[config.mk]
export PLATFORM = sky130hd
export DESIGN_NAME = resv_tracker
export DESIGN_NICKNAME = d
export VERILOG_FILES = /design/src/rtl/resv_pkg.sv /design/src/rtl/resv_rr_arbiter.sv /design/src/rtl/resv_slot_table.sv /design/src/rtl/resv_word_store.sv /design/src/rtl/resv_tracker.sv
export SDC_FILE = /design/constraint.sdc
export NUM_CORES = 1
export LEC_CHECK = 0
export BUFFER_PORTS_ARGS = -buffer_cell sky130_fd_sc_hd__buf_2
export CAP_MARGIN = 20
export CORE_MARGIN = 3
export CORE_UTILIZATION = 40
export CTS_BUF_LIST = sky130_fd_sc_hd__clkbuf_16
export DETAILED_ROUTE_END_ITERATION = 10
export PLACE_DENSITY = 0.58
export REMOVE_ABC_BUFFERS = 1
export SLEW_MARGIN = 0
export SYNTH_ARGS = -nofsm -noshare
export SYNTH_HDL_FRONTEND = slang
export SYNTH_SLANG_ARGS = --single-unit
[constraint.sdc]
create_clock -name clk -period 5.08 [get_ports clk]
set_input_delay 1.016 -clock clk [delete_from_list [all_inputs] [get_ports clk]]
set_output_delay 1.016 -clock clk [all_outputs]
set_load 0.01 [all_outputs]
[src/rtl/resv_pkg.sv]
package resv_pkg;
    localparam int OP_W = 2;

    typedef enum logic [OP_W-1:0] {
        OP_LOAD      = 2'd0,
        OP_STORE     = 2'd1,
        OP_LOADRES   = 2'd2,
        OP_STORECOND = 2'd3
    } op_e;
endpackage

[src/rtl/resv_rr_arbiter.sv]
module resv_rr_arbiter #(
    parameter int N     = 3,
    parameter int IDX_W = (N > 1) ? $clog2(N) : 1
) (
    input  logic             clk,
    input  logic             rst_n,
    input  logic [N-1:0]     req,
    output logic [N-1:0]     grant,
    output logic [IDX_W-1:0] gidx,
    output logic             any
);
    typedef struct packed {
        logic [IDX_W-1:0] ptr;
    } arb_st_t;

    arb_st_t st_d, st_q;
    int      cand;

    always_comb begin
        st_d  = st_q;
        grant = '0;
        gidx  = '0;
        any   = 1'b0;
        cand  = 0;
        for (int k = 0; k < N; k++) begin
            cand = (int'(st_q.ptr) + k) % N;
            if (!any && req[cand]) begin
                any         = 1'b1;
                grant[cand] = 1'b1;
                gidx        = IDX_W'(cand);
            end
        end
        if (any) begin
            st_d.ptr = (gidx == IDX_W'(N - 1)) ? '0 : gidx + 1'b1;
        end
    end

    always_ff @(posedge clk) begin
        if (!rst_n) st_q <= '0;
        else        st_q <= st_d;
    end
endmodule

[src/rtl/resv_slot_table.sv]
module resv_slot_table
    import resv_pkg::*;
#(
    parameter int N      = 3,
    parameter int ADDR_W = 4,
    parameter int IDX_W  = (N > 1) ? $clog2(N) : 1
) (
    input  logic              clk,
    input  logic              rst_n,
    input  logic              win_valid,
    input  logic [IDX_W-1:0]  win_idx,
    input  op_e               win_op,
    input  logic [ADDR_W-1:0] win_addr,
    output logic              sc_hit
);
    typedef struct packed {
        logic [N-1:0]             vld;
        logic [N-1:0][ADDR_W-1:0] adr;
    } tab_t;

    tab_t tab_d, tab_q;

    always_comb begin
        tab_d  = tab_q;
        sc_hit = tab_q.vld[win_idx] && (tab_q.adr[win_idx] == win_addr);
        if (win_valid) begin
            unique case (win_op)
                OP_LOADRES: begin
                    tab_d.vld[win_idx] = 1'b1;
                    tab_d.adr[win_idx] = win_addr;
                end
                OP_STORE: begin
                    for (int j = 0; j < N; j++) begin
                        if (tab_q.adr[j] == win_addr) tab_d.vld[j] = 1'b0;
                    end
                end
                OP_STORECOND: begin
                    if (sc_hit) begin
                        for (int j = 0; j < N; j++) begin
                            if (tab_q.adr[j] == win_addr) tab_d.vld[j] = 1'b0;
                        end
                    end
                    tab_d.vld[win_idx] = 1'b0;
                end
                default: ;
            endcase
        end
    end

    always_ff @(posedge clk) begin
        if (!rst_n) tab_q <= '0;
        else        tab_q <= tab_d;
    end
endmodule

[src/rtl/resv_word_store.sv]
module resv_word_store #(
    parameter int ADDR_W = 4,
    parameter int DATA_W = 8,
    localparam int DEPTH = 1 << ADDR_W
) (
    input  logic              clk,
    input  logic              rst_n,
    input  logic              we,
    input  logic [ADDR_W-1:0] addr,
    input  logic [DATA_W-1:0] wdata,
    output logic [DATA_W-1:0] rdata
);
    typedef struct packed {
        logic [DEPTH-1:0][DATA_W-1:0] word;
    } mem_t;

    mem_t mem_d, mem_q;

    always_comb begin
        mem_d = mem_q;
        rdata = mem_q.word[addr];
        if (we) mem_d.word[addr] = wdata;
    end

    always_ff @(posedge clk) begin
        if (!rst_n) mem_q <= '0;
        else        mem_q <= mem_d;
    end
endmodule

[src/rtl/resv_tracker.sv]
module resv_tracker
    import resv_pkg::*;
#(
    parameter int N_PORTS = 3,
    parameter int ADDR_W  = 4,
    parameter int DATA_W  = 8
) (
    input  logic                        clk,
    input  logic                        rst_n,
    input  logic [N_PORTS-1:0]          req_valid,
    input  logic [N_PORTS*OP_W-1:0]     req_op,
    input  logic [N_PORTS*ADDR_W-1:0]   req_addr,
    input  logic [N_PORTS*DATA_W-1:0]   req_data,
    output logic [N_PORTS-1:0]          req_grant,
    output logic [N_PORTS-1:0]          rsp_valid,
    output logic [N_PORTS*DATA_W-1:0]   rsp_data,
    output logic [N_PORTS-1:0]          rsp_sc_ok
);
    localparam int IDX_W = (N_PORTS > 1) ? $clog2(N_PORTS) : 1;

    typedef struct packed {
        logic [N_PORTS-1:0]             vld;
        logic [N_PORTS-1:0][DATA_W-1:0] data;
        logic [N_PORTS-1:0]             ok;
    } rsp_t;

    rsp_t              rsp_d, rsp_q;
    logic [IDX_W-1:0]  gidx;
    logic              any;
    op_e               win_op;
    logic [ADDR_W-1:0] win_addr;
    logic [DATA_W-1:0] win_data;
    logic [DATA_W-1:0] rd_word;
    logic              sc_hit;
    logic              wr_en;

    resv_rr_arbiter #(.N(N_PORTS), .IDX_W(IDX_W)) arb_i (
        .clk(clk), .rst_n(rst_n), .req(req_valid),
        .grant(req_grant), .gidx(gidx), .any(any)
    );

    always_comb begin
        win_op   = op_e'(req_op[int'(gidx)*OP_W +: OP_W]);
        win_addr = req_addr[int'(gidx)*ADDR_W +: ADDR_W];
        win_data = req_data[int'(gidx)*DATA_W +: DATA_W];
        wr_en    = any && ((win_op == OP_STORE) ||
                           (win_op == OP_STORECOND && sc_hit));
    end

    resv_slot_table #(.N(N_PORTS), .ADDR_W(ADDR_W), .IDX_W(IDX_W)) tab_i (
        .clk(clk), .rst_n(rst_n), .win_valid(any), .win_idx(gidx),
        .win_op(win_op), .win_addr(win_addr), .sc_hit(sc_hit)
    );

    resv_word_store #(.ADDR_W(ADDR_W), .DATA_W(DATA_W)) mem_i (
        .clk(clk), .rst_n(rst_n), .we(wr_en), .addr(win_addr),
        .wdata(win_data), .rdata(rd_word)
    );

    always_comb begin
        rsp_d     = '0;
        rsp_d.vld = req_grant;
        if (any) begin
            if (win_op == OP_LOAD || win_op == OP_LOADRES)
                rsp_d.data[gidx] = rd_word;
            if (win_op == OP_STORECOND)
                rsp_d.ok[gidx] = sc_hit;
        end
    end

    always_ff @(posedge clk) begin
        if (!rst_n) rsp_q <= '0;
        else        rsp_q <= rsp_d;
    end

    assign rsp_valid = rsp_q.vld;
    assign rsp_data  = rsp_q.data;
    assign rsp_sc_ok = rsp_q.ok;
endmodule

Word level (Yosys, flattened, before mapping)

Index checks and enable logic that the tools add are counted.

Magnitude comparators: 10
Shift-type cells: 3
Divide/modulo/power cells: 3
$add $sub $neg: 3
Multiplexer cells: 48
Reduce and logical (&&, ||, !) cells: 20
Equality and inequality tests: 8
Bitwise operators: 7

Operator list:

| operator              | number |
|---|---|
| $bwmux 128            | 1 |
| $ge 32x1->1 const B   | 3 |
| $lt 32x4->1 const B   | 3 |
| $mod 32x3->32 const B | 2 |
| $bmux 8 s4            | 1 |
| $demux 8 s4           | 1 |
| $mod 3x3->32 const B  | 1 |
| $and 24x24->24        | 1 |
| $mux 8                | 3 |
| $shiftx 24x6->8       | 1 |
| $mux 3                | 6 |
| $mux 1                | 17 |
| $demux 8 s2           | 1 |
| $eq 4x4->1            | 4 |
| $bwmux 12             | 1 |
| $shiftx 12x5->4       | 1 |
| $logic_and 1x1->1     | 10 |
| $or 3x3->3            | 3 |
| $pmux 3 s3            | 1 |
| $bmux 1 s2            | 4 |
| $bmux 4 s2            | 1 |
| $demux 1 s2           | 4 |
| $demux 4 s2           | 1 |
| $mux 2                | 4 |
| other kinds (19)      | 27 |

Input bits: 47
Logic and storage cells: 128
Output and inout port bits: 33
Register bits: 175

Logic depth before layout (Yosys ltp)

Gate-level depths: netlist of the first run.

Word-level depth: 20
Gate-level depth with buffers: 17
Depth with buffers taken out: 11

By module

From an unflattened synthesis of the first run, not the netlist that was laid out.

Cell total of the unflattened synthesis: 980
Area, all modules: 9,137.5 um^2

By module, submodules not included:

| module          | seq. area each (um^2) | cells an instance | times used | area each (um^2) |
|---|---|---|---|---|
| resv_word_store | 2,562.5               | 690               | 1          | 6,394.9 |
| resv_tracker    | 600.6                 | 117               | 1          | 1,196.1 |
| resv_slot_table | 300.3                 | 119               | 1          | 1,094.8 |
| resv_rr_arbiter | 40.0                  | 54                | 1          | 451.7 |

Worst setup path before layout of the first run

OpenSTA, ideal clock, no wires.

Path kind: input -> register
Start: in req_valid[2]
End: reg mem_i.mem_q[100] (netlist name)
Cell stages on the path: 13
Buffers on the path: 4
Data arrival time: 3.412 ns
Setup time: 0.139 ns
Data required time: 4.941 ns
Path slack: 1.530 ns
Path through: buf_2 -> nand2_1 -> o22ai_2 -> a21o_1 -> buf_4 -> nand2_2 -> o32ai_1 -> a32o_2 -> a21boi_2 -> buf_6 -> or4_1 -> buf_4 -> mux2i_1

Longest elaborated chain between the ends: 17
Elaborated cells on any way between the ends: 39
Classes of those cells: order compare: 2; eq/ne: 3; shift: 3; mux: 22; reduce/logical: 9

RTL lines:

| element                                                             | line                  | RTL |
|---|---|---|
| start: declaration                                                  | resv_tracker.sv:10    | `input logic [N_PORTS-1:0] req_valid,` |
| parallel branches: the longest is 17 deep, another holds $lt 4x5->1 | --                    |  |
| end signal: assignment                                              | resv_word_store.sv:27 | `else mem_q <= mem_d;` |
| end: declaration                                                    | resv_word_store.sv:17 | `mem_t mem_d, mem_q;` |

Several ways; the timed one is not identified. The select of a mux whose other input is x is not followed.
A chain may end at the register's enable or synchronous reset.

Worst setup path after layout of the first run

Start: reg arb_i.st_q[0] (netlist name)
End: reg rsp_q, in the netlist rsp_data[4]

Longest elaborated chain between the ends: 16
Elaborated cells on any way between the ends: 38
Classes of those cells: add/sub: 2; div: 3; order compare: 2; eq/ne: 1; shift: 2; mux: 19; bitwise: 1; reduce/logical: 8

RTL lines:

| element                                                                | line                  | RTL |
|---|---|---|
| start: declaration                                                     | resv_rr_arbiter.sv:16 | `arb_st_t st_d, st_q;` |
| start signal: assignment                                               | resv_rr_arbiter.sv:40 | `else st_q <= st_d;` |
| parallel branches: the longest is 16 deep, another holds $mod 32x3->32 | --                    |  |
| end signal: assignment                                                 | resv_tracker.sv:73    | `else rsp_q <= rsp_d;` |
| end: declaration                                                       | resv_tracker.sv:27    | `rsp_t rsp_d, rsp_q;` |

Several ways; the timed one is not identified. The select of a mux whose other input is x is not followed.

==> flow_summary_export.csv, run 1 <==
group,metric,value,unit
sta,clock-skew-final,0.0192,ns
power_and_ir_drop,power.density,603,nW/um^2
critical_path,crit_top_cell,"buf_4",
global_route,use_met3,0.0408,
floorplan,dieArea,23600,sq um
layout,drive_above_1_share,0.180,
place,dp_slack,0.662,ns
critical_path,cp-start-kind,"flop",
route,drc,0,
logic_synthesis,syn_avg_cell_area,9.08,sq um
layout,nFillCells,2074,
clocking,cts_made_buffers,17,
route,first_pass_iters,6,
global_route,grt_pass1_vias,6817,
clocking,htreeDepth,4,
hold_path,hold_class,"flop to flop",
clocking,cts_root_buf,"clkbuf_16",
clocking,cts_resized,0,
global_route,top_usage_layer,"met2",
global_route,grt_util_all_layers,0.205,
route,vias_per_cell,5.51,
sta,hold_viol,0,
clocking,tritoncts,"built",
critical_path,critical_path_class,"flop to flop",
clocking,holdBufCountCts,0,
layout,final_common_cell,"nand2_1",
sta,final_max_slew_viol_count,0,
floorplan,die-height,154,microns
clocking,clk_latency,0.44,ns
global_route,grt.met1_usage,0.287,
critical_path,critPathMaxFanout,15,
sta,period_minus_slack,4.20,ns
layout,final_cell_mix,"nand2_1, dfxtp_1, mux2i_1",
power_and_ir_drop,p_leak,0.00421,uW
clocking,cts_sinks,175,
route,via_count,7220,
critical_path,path_cells,"inv_1, ha_1, nor2b_1, o2111a_1, nor2_1, buf_4, nand2b_1, nor3_1, buf_4, nand2_1, o22ai_1",
sta,relSlewSlack,0.251,
critical_path,cp_data_required_time,5.44,ns
sta,finalSetupViolations,0,
run_status,status,"completed",
logic_synthesis,synthArstFlopShare,0,
logic_synthesis,synthesis.area,8720,sq um
global_route,gr-total-overflow,0,
logic_synthesis,synthFlopType,"dfxtp_1",
route,drt_iter0_drc,575,
global_route,gr-usage-met2,0.316,
critical_path,cpPeakStageDelay,0.94,ns
logic_synthesis,synth_edf_count,0,
floorplan,die_x,154,microns
layout,diodes,0,
sta,tightestPinTransition,1.11,ns
floorplan,io_pins,80,
route,finalWirelength,24.7,mm
sta,rsz0062_at_grt,"false",
logic_synthesis,yosysWarnings,0,
critical_path,crit_arrival,4.56,ns
layout,syn_to_final_growth,15.1,%
clocking,clock_path_buffers,2,
global_route,grt_max_degree,133,
place,port-buffer-count,79,
sta,setup_ws,0.876,ns
logic_synthesis,synth-seq-cells,175,
critical_path,crit_family,"simple AND/OR/NAND/NOR gates",
logic_synthesis,synth_cell_types,76,
floorplan,core,21200,sq um
logic_synthesis,ys_seq_area_frac,0.402,
place,hpwl,16.4,mm
route,ant_nets,0,
route,routedWlPerCell,18.8,microns
sta,fmax,0.238,GHz
critical_path,cp-end-kind,"flop",
sta,finalCritPeriodShare,0.828,
critical_path,slowest_stage,"nor3_1",
critical_path,critPathBufInv,3,
global_route,antenna_found_initial,0,
floorplan,start_util,0.411,
global_route,grt_pass1_wl,38.5,mm
sta,fin_tns_setup,0,ns
place,gp_congestion,0.866,
power_and_ir_drop,vdd_drop_max,0.280,mV
flow_run,maxCapViolCount,0,
floorplan,rows,53,
clocking,cts_setup_buffers,0,
logic_synthesis,synthCells,960,
clocking,clk_pin_slew_worst_paths,0.07,ns
layout,nets,1074,
==> path summary, 6_finish.rpt <==
path | startpoint | end | slack (ns) | depth (start not counted)
max reg2reg | arb_i.st_q[0]$_SDFFE_PN0P_ | rsp_data[4]$_SDFF_PN0_ | 0.88 | 11
min reg2reg | mem_i.mem_q[76]$_SDFFE_PN0P_ | mem_i.mem_q[76]$_SDFFE_PN0P_ | 0.46 | 2
min | mem_i.mem_q[76]$_SDFFE_PN0P_ | mem_i.mem_q[76]$_SDFFE_PN0P_ | 0.46 | 2
max | arb_i.st_q[0]$_SDFFE_PN0P_ | rsp_data[4]$_SDFF_PN0_ | 0.88 | 11
==> area by class of cell <==
class	count	area (sq um)	share of cell area
Timing Repair Buffer	117	708	0.0706
Clock buffer	17	425	0.0424
Sequential cell	175	3500	0.349
Multi-Input combinational cell	704	4860	0.484
Tap cell	275	344	0.0343
Inverter	8	30.0	0.00299
Clock inverter	14	166	0.0166
==> metal layers <==
layer	wire length, microns	vias to the layer above
met5	0	-
met4	610	0
met3	1210	35
met2	10900	203
met1	12000	3456
li1	-	3526
==> state kept, by name (all words and copies together) (netlist names) <==
signal / cells
rsp_sc_ok: 3
rsp_data: 24
mem_i.mem_q: 128
rsp_valid: 3
tab_i.tab_q: 15
arb_i.st_q: 2
==> through the flow <==
stage | power (uW) | std cells | utilization | hold slack, ns | instance area [sq um]
3_3_place_gp | 4690 | 1279 | 0.445 | 0.439 | 9440
3_5_place_dp | 4700 | 1279 | 0.445 | 0.448 | 9440
6_report | 6050 | 1310 | 0.473 | 0.458 | 10000
4_1_cts | 6040 | 1310 | 0.473 | 0.459 | 10000
2_1_floorplan | 3610 | 887 | - | 0.430 | 8380
5_1_grt | 6360 | 1310 | 0.473 | 0.469 | 10000
==> tightest hold or removal path: cells and delay by family (launching register included) <==
family / cells / cell delay [ns]
flip-flops: 1 / 0.31
AND/OR/NAND/NOR: 1 / 0.05
multiplexers: 1 / 0.05
==> cell families (layout without fill, tap and decap cells) <==
group           Yosys count  count (layout)  synth area share
mux                     164             164             0.198
simple gates            373             373             0.205
xor+xnor                 22              22            0.0221
flops                   175             175             0.402
fa+ha+maj                 4               4           0.00574
compound gates          141             141             0.124
buf+inv                  81             156            0.0430
==> cells in the mapped netlist (all sizes together), types with 3 or more instances <==
cell type | count | area [sq um]
nand2 | 221 | 845
dfxtp | 175 | 3500
mux2i | 155 | 1560
clkbuf | 44 | 165
nor2 | 42 | 158
buf | 29 | 180
o21ai | 26 | 141
nand3 | 24 | 120
a211oi | 22 | 178
xnor2 | 21 | 184
nor3 | 14 | 75.1
nor3b | 14 | 105
a21oi | 13 | 72.6
o211ai | 11 | 82.6
o22ai | 11 | 75.1
or4 | 11 | 82.6
nor4 | 10 | 144
nand4 | 9 | 56.3
inv | 8 | 30.0
a31oi | 7 | 43.8
and2 | 6 | 37.5
and3 | 6 | 37.5
o32ai | 6 | 52.6
mux4 | 5 | 113
nor2b | 5 | 31.3
o21a | 5 | 45.0
a21boi | 4 | 33.8
a32oi | 4 | 35.0
a41oi | 4 | 35.0
ha | 4 | 50.1
mux2 | 4 | 48.8
a311oi | 3 | 26.3
a31o | 3 | 26.3
o2bb2ai | 3 | 26.3
or2 | 3 | 18.8
==> where the power goes <==
group	switching [uW]	internal, uW	total (uW)
combinational	2060	1030	3090
clock	574	771	1350
sequential	91.2	1530	1620
total	2730	3330	6050
Power figures use the tool's default switching activity.
==> inputs of run 2 (changes only) <==
clock period = 3.87 ns   (was 5.08 ns; I/O delays follow)
==> run 2 against run 1 <==
  * Sequential share of layout area down 0.92 points
  * Final area increased by 2.7%
  * First-iteration DRC count shrank 25%
  * Sequential power up 31%
  * Wire length rose by 1.2%
  * Clock skew decreased by 0.0077 ns
  * Clock-buffer cell count stayed put
  * Critical endpoint is now mem_i.mem_q[50]$_SDFFE_PN0P_
  * Largest power group unchanged
==> flow_summary_export.csv, run 2 (synthesized netlist as in run 1, its figures left out) <==
group,metric,value,unit
sta,finalSetupViolations,0,
place,port-buffer-count,79,
sta,tightestPinTransition,0.813,ns
power_and_ir_drop,power,8190,uW
layout,diodes,0,
place,dp_slack,0.0521,ns
sta,setup_ws,0.185,ns
layout,drive_above_1_share,0.209,
route,finalWirelength,25.0,mm
clocking,cts_sinks,175,
critical_path,cp-end-kind,"flop",
place,gp_congestion,0.940,
floorplan,rows,53,
clocking,clk_latency,0.43,ns
layout,multi_input_area,4880,sq um
sta,final_max_slew_viol_count,0,
route,drt_iter0_drc,433,
layout,instances_no_fill,1345,
clocking,cts_root_buf,"clkbuf_16",
global_route,grt_max_degree,46,
route,ant_nets,0,
place,hpwl,17.2,mm
clocking,clock_path_buffers,2,
critical_path,crit_top_cell,"buf_4",
layout,syn_to_final_growth,18.1,%
floorplan,start_util,0.411,
critical_path,cp_data_required_time,4.18,ns
power_and_ir_drop,power.density,795,nW/um^2
floorplan,io_pins,80,
sta,clock-skew-final,0.0114,ns
critical_path,path_cells,"inv_1, ha_2, nor2b_1, o2111ai_2, nand2_4, mux2_4, xor2_1, o31ai_4, a21boi_2, buf_4, or4_1, buf_4, mux2i_1",
global_route,gr-total-overflow,0,
flow_run,maxCapViolCount,0,
layout,nets,1108,
critical_path,critPathMaxFanout,9,
global_route,grt_pass1_vias,7004,
clocking,cts_made_buffers,17,
layout,largest_reg_flops,128,
global_route,grt_util_all_layers,0.209,
critical_path,critPathBufInv,3,
layout,regMostFlops,"mem_i.mem_q",
layout,nFillCells,2088,
critical_path,crit_family,"simple AND/OR/NAND/NOR gates",
route,drc,0,
hold_path,hold_class,"flop to flop",
sta,finalCritPeriodShare,0.952,
critical_path,cp-start-kind,"flop",
place,place_inst,1310,
floorplan,die-height,154,microns
floorplan,dieArea,23600,sq um
clocking,clk_pin_slew_worst_paths,0.07,ns
critical_path,cpPeakStageDelay,0.60,ns
route,routedWlPerCell,18.6,microns
power_and_ir_drop,p_leak,0.00437,uW
sta,relSlewSlack,0.453,
clocking,htreeDepth,4,
power_and_ir_drop,vdd_drop_max,0.379,mV
route,vias_per_cell,5.43,
global_route,antenna_found_initial,0,
layout,regArea,3500,sq um
route,via_count,7310,
sta,fmax,0.271,GHz
sta,fin_tns_setup,0,ns
global_route,grt_pass1_wl,39.4,mm
critical_path,slowest_stage,"or4_1",
sta,rsz0062_at_grt,"false",
sta,period_minus_slack,3.68,ns
clocking,holdBufCountCts,0,
clocking,tritoncts,"built",
sta,hold_viol,0,
layout,final_common_cell,"nand2_1",
run_status,status,"completed",
floorplan,die_x,154,microns
layout,finish.utilization,0.486,
critical_path,critical_path_class,"flop to flop",
floorplan,core,21200,sq um
layout,final_cell_mix,"nand2_1, dfxtp_1, mux2i_1",
critical_path,crit_arrival,3.99,ns
route,first_pass_iters,4,
run 2: area by class of cell:
| type | count | area share |
|---|---|---|
| multi-input combinational | 704 | 0.473 |
| sequential | 175 | 0.340 |
| timing repair buffer | 151 | 0.0935 |
| clock buffer | 17 | 0.0413 |
| tap | 275 | 0.0334 |
| clock inverter | 15 | 0.0154 |
| inverter | 8 | 0.00291 |
run 2: where the power goes:
| part | total [uW] | leakage [uW] | internal, uW | switching, uW |
|---|---|---|---|---|
| logic | 4330 | 0.00267 | 1590 | 2740 |
| clock network | 1740 | 0.000285 | 962 | 774 |
| registers | 2130 | 0.00141 | 2000 | 123 |
| total | 8190 | 0.00437 | 4550 | 3640 |
run 2: repair_timing:
item / CTS / global route
buffers inserted: 0 / 3
setup endpoints to repair: 0 / 50
gates resized for setup: 0 / 6
run 2: metrics by stage:
step / hold slack, ns / area, sq um
floorplan: 0.430 / 8380
global placement: 0.439 / 9670
detailed placement: 0.446 / 9670
CTS: 0.458 / 10300
global route: 0.474 / 10300
finish: 0.457 / 10300
run 2: path summary, 6_finish.rpt:
kind | from | to | slack (ns) | depth (start not counted)
worst max-delay path | arb_i.st_q[0]$_SDFFE_PN0P_ | mem_i.mem_q[50]$_SDFFE_PN0P_ | 0.19 | 13
worst min-delay path | mem_i.mem_q[0]$_SDFFE_PN0P_ | mem_i.mem_q[0]$_SDFFE_PN0P_ | 0.46 | 2
worst max register to register | arb_i.st_q[0]$_SDFFE_PN0P_ | mem_i.mem_q[50]$_SDFFE_PN0P_ | 0.19 | 13
worst min register to register | mem_i.mem_q[0]$_SDFFE_PN0P_ | mem_i.mem_q[0]$_SDFFE_PN0P_ | 0.46 | 2
run 2: tightest hold or removal path: cells and delay by family (launching register included):
kind | cells | cell delay (ns)
muxes | 1 | 0.05
and+or+nand+nor | 1 | 0.05
DFF | 1 | 0.31
run 2: metal layers:
layer  global-route usage  share of wire  vias to the layer above
met3               0.0439          0.052                       25
met5                    0              0                        -
met2                0.330           0.45                      199
li1                     -              -                     3596
met4               0.0496          0.014                        0
met1                0.295           0.48                     3490
